## src/rtl/alu_flags_pkg.sv

```systemverilog
package alu_flags_pkg;

    typedef enum logic [2:0] {
        OP_ADD = 3'd0,
        OP_ADC = 3'd1,
        OP_SUB = 3'd2,
        OP_SBB = 3'd3,
        OP_AND = 3'd4,
        OP_OR  = 3'd5,
        OP_XOR = 3'd6,
        OP_NOT = 3'd7
    } alu_op_e;

    typedef struct packed {
        logic ovf;
        logic sgn;
        logic zro;
        logic aux;
        logic par;
        logic cry;
    } alu_flags_t;

    localparam int FLAG_BITS = $bits(alu_flags_t);

    function automatic logic op_is_logic(input alu_op_e op);
        return op[2];
    endfunction

    function automatic logic op_is_sub(input alu_op_e op);
        return (op == OP_SUB) || (op == OP_SBB);
    endfunction

    function automatic logic op_uses_cin(input alu_op_e op);
        return (op == OP_ADC) || (op == OP_SBB);
    endfunction

    function automatic logic bit_logic(input alu_op_e op, input logic x, input logic y);
        case (op)
            OP_AND:  return x & y;
            OP_OR:   return x | y;
            OP_XOR:  return x ^ y;
            default: return ~x;
        endcase
    endfunction

    function automatic logic even_ones(input logic [7:0] v);
        return ~(^v);
    endfunction

endpackage

```

## src/rtl/alu_addsub.sv

```systemverilog
module alu_addsub
    import alu_flags_pkg::*;
#(
    parameter int W = 32
) (
    input  alu_op_e        op,
    input  logic [W-1:0]   a,
    input  logic [W-1:0]   b,
    input  logic           cin,
    output logic [W-1:0]   sum,
    output logic           cf,
    output logic           af,
    output logic           of
);
    localparam int MSB = W - 1;

    logic           sub;
    logic           ci;
    logic [W-1:0]   bx;
    logic [W:0]     full;
    logic [4:0]     low_nib;

    always_comb begin
        sub     = op_is_sub(op);
        ci      = sub ^ (op_uses_cin(op) & cin);
        bx      = sub ? ~b : b;
        full    = {1'b0, a} + {1'b0, bx} + {{W{1'b0}}, ci};
        low_nib = {1'b0, a[3:0]} + {1'b0, bx[3:0]} + {4'b0000, ci};
        sum     = full[W-1:0];
        cf      = full[W] ^ sub;
        af      = low_nib[4] ^ sub;
        of      = (a[MSB] == bx[MSB]) && (full[MSB] != a[MSB]);
    end
endmodule

```

## src/rtl/alu_logic.sv

```systemverilog
module alu_logic
    import alu_flags_pkg::*;
#(
    parameter int W = 32
) (
    input  alu_op_e        op,
    input  logic [W-1:0]   a,
    input  logic [W-1:0]   b,
    output logic [W-1:0]   y
);
    for (genvar i = 0; i < W; i++) begin : g_bit
        assign y[i] = bit_logic(op, a[i], b[i]);
    end
endmodule

```

## src/rtl/alu_flag_reg.sv

```systemverilog
module alu_flag_reg
    import alu_flags_pkg::*;
#(
    parameter int W = 32
) (
    input  logic           clk,
    input  logic           rst,
    input  logic           we,
    input  logic           is_logic,
    input  logic [W-1:0]   res,
    input  logic           ar_cf,
    input  logic           ar_af,
    input  logic           ar_of,
    output alu_flags_t     flags_q
);
    localparam int MSB = W - 1;

    alu_flags_t next_f;

    always_comb begin
        next_f.ovf = is_logic ? 1'b0 : ar_of;
        next_f.sgn = res[MSB];
        next_f.zro = (res == '0);
        next_f.aux = is_logic ? 1'b0 : ar_af;
        next_f.par = even_ones(res[7:0]);
        next_f.cry = is_logic ? 1'b0 : ar_cf;
    end

    always_ff @(posedge clk) begin
        if (rst) begin
            flags_q <= '0;
        end else if (we) begin
            flags_q <= next_f;
        end
    end
endmodule

```

## src/rtl/alu_flags_unit.sv

```systemverilog
module alu_flags_unit
    import alu_flags_pkg::*;
#(
    parameter int W = 32
) (
    input  logic                  clk,
    input  logic                  rst,
    input  logic [2:0]            op_i,
    input  logic [W-1:0]          a_i,
    input  logic [W-1:0]          b_i,
    input  logic                  cin_i,
    input  logic                  flag_we_i,
    output logic [W-1:0]          res_o,
    output logic [FLAG_BITS-1:0]  flags_o
);
    alu_op_e      op;
    logic [W-1:0] ar_sum;
    logic [W-1:0] lg_res;
    logic         ar_cf;
    logic         ar_af;
    logic         ar_of;
    logic         is_log;
    alu_flags_t   flags_q;

    assign op     = alu_op_e'(op_i);
    assign is_log = op_is_logic(op);

    alu_addsub #(.W(W)) u_addsub (
        .op (op),
        .a  (a_i),
        .b  (b_i),
        .cin(cin_i),
        .sum(ar_sum),
        .cf (ar_cf),
        .af (ar_af),
        .of (ar_of)
    );

    alu_logic #(.W(W)) u_logic (
        .op(op),
        .a (a_i),
        .b (b_i),
        .y (lg_res)
    );

    assign res_o = is_log ? lg_res : ar_sum;

    alu_flag_reg #(.W(W)) u_flags (
        .clk     (clk),
        .rst     (rst),
        .we      (flag_we_i),
        .is_logic(is_log),
        .res     (res_o),
        .ar_cf   (ar_cf),
        .ar_af   (ar_af),
        .ar_of   (ar_of),
        .flags_q (flags_q)
    );

    assign flags_o = flags_q;
endmodule

```

## config.mk

```make
export PLATFORM = sky130hd
export DESIGN_NAME = alu_flags_unit
export DESIGN_NICKNAME = d
export VERILOG_FILES = /design/src/rtl/alu_flags_pkg.sv /design/src/rtl/alu_addsub.sv /design/src/rtl/alu_logic.sv /design/src/rtl/alu_flag_reg.sv /design/src/rtl/alu_flags_unit.sv
export SDC_FILE = /design/constraint.sdc
export NUM_CORES = 1
export LEC_CHECK = 0
export BUFFER_PORTS_ARGS = -buffer_cell sky130_fd_sc_hd__buf_2
export CORE_MARGIN = 2
export CORE_UTILIZATION = 32
export CTS_CLUSTER_SIZE = 28
export DETAILED_ROUTE_END_ITERATION = 16
export SYNTH_ARGS = -nofsm -noshare
export SYNTH_HDL_FRONTEND = slang
export SYNTH_SLANG_ARGS = --single-unit
```

## constraint.sdc

```tcl
create_clock -name clk -period 8.4 [get_ports clk]
set_input_delay 1.68 -clock clk [delete_from_list [all_inputs] [get_ports clk]]
set_output_delay 1.68 -clock clk [all_outputs]
set_load 0.05 [all_outputs]
```

Word-level counts from Yosys, hierarchy flattened
Cells that the tools add are included.
- register bits after elaboration: 6
- bits in latches: 0
- bits in writable memories: 0
- memory bits (read-only): 0
- input bits: 71
- output and inout port bits: 38
- logic and storage cells: 194
- memories: 0
- $add $sub $neg: 4
- multipliers: 0
- div/mod/pow operators: 0
- $lt $le $gt $ge: 0
- eq/ne operators: 8
- shift operators: 0
- mux-type cells: 37
- bitwise operators: 134
- reduce and logical (&&, ||, !) cells: 5
- operators with widths (operator ; number):
    one-hot mux 1 bit (3 select lines) ; 32
    2-to-1 mux 32 bit ; 2
    bitwise XOR 1 bit ; 35
    adder 32 x 32 -> 33 bit ; 1
    adder 33 x 1 -> 33 bit ; 1
    AND 1 bit ; 33
    NOT 1 bit ; 33
    logical NOT 32 bit ; 1
    NOT 32 bit ; 1
    bitwise OR 1 bit ; 32
    equality test 3 bit (second input constant) ; 3
    parity 8 bit ; 1
    equality test 3 x 2 -> 1 bit (second input constant) ; 2
    adder 4 x 4 -> 5 bit ; 1
    adder 5 x 1 -> 5 bit ; 1
    equality test 3 x 1 -> 1 bit (second input constant) ; 1
    2-to-1 mux 1 bit ; 3
    logical OR 1 bit ; 2
    equality test 1 bit ; 1
    logical AND 1 bit ; 1
    != test 1 bit ; 1

Logic depth before layout (Yosys ltp)
- word-level depth: 8
- gate-level depth with buffers: 24

By module
From an unflattened synthesis, not the netlist that was laid out.
- cell total of the unflattened synthesis: 648
- area, all modules: 5656.7 um^2
- modules (own cells, without submodules) (module ; times used ; cells an instance ; area each (um^2) ; sequential area each (um^2)):
    alu_addsub ; 1 ; 316 ; 2369.8 ; 0.0
    alu_logic ; 1 ; 246 ; 2328.5 ; 0.0
    alu_flags_unit ; 1 ; 36 ; 544.3 ; 0.0
    alu_flag_reg ; 1 ; 50 ; 414.1 ; 120.1

Worst setup path after synthesis
No wires, ideal clock.
- path kind: input to output
- start: input port op_i[0]
- end: output port res_o[30]
- arrival: 6.181 ns
- required time: 6.720 ns
- setup slack: 0.539 ns
- cell stages on the path: 20
- path buffers: 5
- cells stage by stage: buf_2 > buf_2 > buf_2 > buf_2 > clkbuf_1 > nand2_1 > xor2_1 > nor2_1 > fa_1 > inv_1 > fa_1 > nand2b_1 > a21oi_2 > o2111ai_2 > nand2b_4 > a211oi_2 > o31a_1 > o21ai_0 > xnor2_1 > o21ai_0
- word-level cells in the longest chain between the ends: 6
- elaborated cells on any way between the ends: 15
- RTL lines (what ; RTL line ; RTL):
    start, declared ; alu_flags_unit.sv:8 ; input logic [2:0] op_i,
    equality test 3 x 2 -> 1 bit, or another cell as far along ; alu_flags_pkg.sv:30 ; return (op == OP_SUB) || (op == OP_SBB);
    logical OR 1 bit, on equally long branches ; alu_flags_pkg.sv:30, alu_flags_pkg.sv:34 ;
    2-to-1 mux 32 bit or AND 1 bit (tied branches) ; alu_addsub.sv:26, alu_addsub.sv:25 ;
    adder 32 x 32 -> 33 bit or bitwise XOR 1 bit (tied branches) ; alu_addsub.sv:27, alu_addsub.sv:25 ;
    adder 33 x 1 -> 33 bit ; alu_addsub.sv:27 ; full = {1'b0, a} + {1'b0, bx} + {{W{1'b0}}, ci};
    2-to-1 mux 32 bit (*) ; alu_flags_unit.sv:46 ; assign res_o = is_log ? lg_res : ar_sum;
    end, declared ; alu_flags_unit.sv:13 ; output logic [W-1:0] res_o,
Mark *: on every way between the ends. The rest lies on a longest branch, timed or not.

Worst setup path in the final report
- start: input port op_i[2]
- end: output port res_o[29]
Same word-level chain as after synthesis.

==> impl_metrics.toml <==
[run_status]
outcome = "finished clean"

[routing]
wl_per_cell_um = 14.74
drtIter0Drc = 258
drt-pass1-iter-count = 6
drt-total-wl_um = 14000
vias_per_cell = 5.227
drtAntennaViolNets = 0
vias = 4966
drc = 0

[yosys]
ys.warnings.count = 0
synth_top_area_share_pct = 26.08
syn-num-nets = 847
synthArstFlopShare_pct = 0
syn_inst = 675
synth_ff_type = "dfxtp_1"
synth-seq-cells = 6
synth_cell_types = 70
synth.area.top_cells = "ha_1 (26%), xnor2_1 (8.9%), inv_1 (7.2%)"
synth_area_per_cell_um2 = 7.036
syn_area_um2 = 4750
synth_edf_count = 0
netlist_top_cells_count = "ha_1 (99), inv_1 (91), nand2_1 (57)"
synth-seq-area-share_pct = 2.529
yosysMostFrequentCell = "ha_1"
synth_top_area_cell = "ha_1"

[timing]
fin_setup_tns_ps = 0
finalSetupViolCount = 0
finalMaxSlewViolations = 0
hold_viol = 0
slew-limit-headroom_pct = 40.87
finalWorstSetupSlack_ps = 1264
clock_skew_ps = 0
rsz0062_at_grt = "false"
whs_ps = 469.5
tightest_slew_ps = 884.3
clock.fmax_mhz = 140.1
timing.final.crit_share_pct = 84.96
period_needed_ps = 7136

[hold_path]
hp-start = "u_flags.flags_q[2]"
hold_class = "flip-flop to flip-flop"

[clock_tree]
cts_tree = "done"
cts_root_buf = "clkbuf_16"
cts.sinks = 6
clockBufferDepth = 2
clk_pin_slew_worst_paths_ps = 30
cts_setup_buffers = 0
cts.repair.resized = 0
insertion_delay_ps = 230
cts_buffers = 3
htreeDepth = 1
hold_buffers = 0

[setup_path]
critPathArrivalTime_ps = 5460
slowest_stage = "a2111oi_0"
path_cells = "buf_2 -> clkinv_1 -> nand2_2 -> buf_4 -> xnor2_1 -> ha_1 -> nand4_1 -> a21o_1 -> o21a_2 -> a2111oi_0 -> o31ai_1 -> a21oi_1 -> nor3_1 -> o31ai_1 -> buf_2"
cp_slowest_stage_delay_ps = 640
rr_startpoint = "u_flags.flags_q[3]"
path_class = "input pin to primary output"
path_max_fanout = 19
critical_path.startpoint = "op_i[2]"
cp_data_required_time_ps = 6720
endpoint_kind = "primary output"
cp-start-kind = "input pin"

[cells_and_area]
seq_area_um2 = 120.1
finish.utilization_pct = 38.11
largest_reg_flops = 6
layout-area-overhead-vs-synth_pct = 16.62
regMostFlops = "u_flags.flags_q"
nNetsFinal = 940
finalNonFillerCells = 950
num-fill-cells = 1603
drive_above_1_share_pct = 18.15
antenna_cells = 0
reg_top3 = "u_flags.flags_q: 6 flops"
multiInputGateArea_um2 = 4160

[pwr]
pwr-share-comb_pct = 84.4
netSwitchingFraction_pct = 58.06
intPower_uw = 292.0
seq_power_share_pct = 4.7
p_clk_share_pct = 10.9
power.switching_uw = 404.3
powerDensity_nw_per_um2 = 125.7
power.leakage_uw = 0.002809
ir_worst_vdd_mv = 0.07317

[place]
post-dp-hpwl_um = 11630
numPlacedInstances = 947
gp_congestion = 0.8809
io_buffers = 108
place_ws_ps = 1298

[floorplan]
core-area_um2 = 14530
die_area_um2 = 15830
start_util_pct = 32.68
rows = 44
die_h_um = 125.8
die_w_um = 125.8
io_pins = 109

[global_routing]
grt.overflow.total = 0
first_global_vias = 4749
grt_pass1_wl_um = 23670
gr-usage-all-layers_pct = 17.67
grt_max_degree = 52
antenna_found_initial = 0

[run]
drv_cap = 0
cells by family (layout without fill, tap and decap cells):
kind of cell	count (synthesis)	after routing	synth area share, %
XOR/XNOR	58	58	10.70
buffers and inverters	121	212	10.17
flip-flops	6	6	2.529
multiplexers	9	9	2.951
AND/OR/NAND/NOR	172	172	17.26
adder cells (fa/ha/maj)	101	101	26.92
AO/OA/AOI/OAI	208	208	29.48
worst max-delay path: cells and delay by family:
kind	cells	cell delay [ps]
buffers and inverters	4	890
XOR/XNOR	1	110
AO/OA/AOI/OAI	6	1780
adder cells (fa/ha/maj)	1	440
AND/OR/NAND/NOR	3	550
power by group through the flow:
stage,clock network [uW],registers (uW),logic (uW)
after floorplan,0,43.3,437
after global placement,0,33.4,585
after detailed placement,0,33.4,586
after CTS,77.6,33.0,589
after global routing,79.8,33.4,648
final,75.7,33.0,588
cell type report:
class,count,share of cell area (%)
clock buffer,3,1.355
sequential,6,2.169
tap,184,4.156
multi-input combinational,548,75.11
timing repair buffer,117,10.98
inverter,92,6.234
placed cells by master, fill, tap and decap left out, types with 4 or more instances in the layout:
master    Yosys  layout
buf_2         8     108
ha_1         99      99
inv_1        91      91
nand2_1      57      56
nor2_1       48      48
xnor2_1      48      48
o21ai_0      46      46
a21oi_1      45      45
a21o_1       19      19
o211ai_1     19      19
a211oi_1     18      18
nor3_1       14      13
xor2_1       10      10
buf_4         1       9
nand3_1       7       7
nand4_1       7       7
nor2b_1       7       7
o22ai_1       6       6
o21a_1        6       6
dfxtp_1       6       6
mux2i_1       5       5
nand2b_1      5       5
nor4_1        5       5
o2111a_1      4       4
a22o_1        4       4
and3_1        4       4
mux4_2        4       4
o31ai_1       4       4
routing by layer:
layer  vias up  GRT usage [%]  routed length [um]
met2       127          29.16                6109
met5         -              0                   0
met4         0          2.392                 165
li1       2574              -                   -
met3        10          1.487                 710
met1      2255          25.76                7013
path summary, 6_finish.rpt:
kind,slack [ps],end,depth (start not counted)
setup / recovery,1260,res_o[29],15
setup reg to reg,7500,u_flags.flags_q[3],2
hold reg to reg,470,u_flags.flags_q[2],2
hold / removal,470,u_flags.flags_q[2],2
through the flow:
| step | total power (uW) | cell area (um^2) |
|---|---|---|
| floorplan | 480.0 | 4750 |
| global route | 761.5 | 5539 |
| detailed placement | 619.6 | 5464 |
| CTS | 699.3 | 5539 |
| global placement | 618.9 | 5464 |
| finish | 696.3 | 5539 |
(Power assumes the default switching activity.)
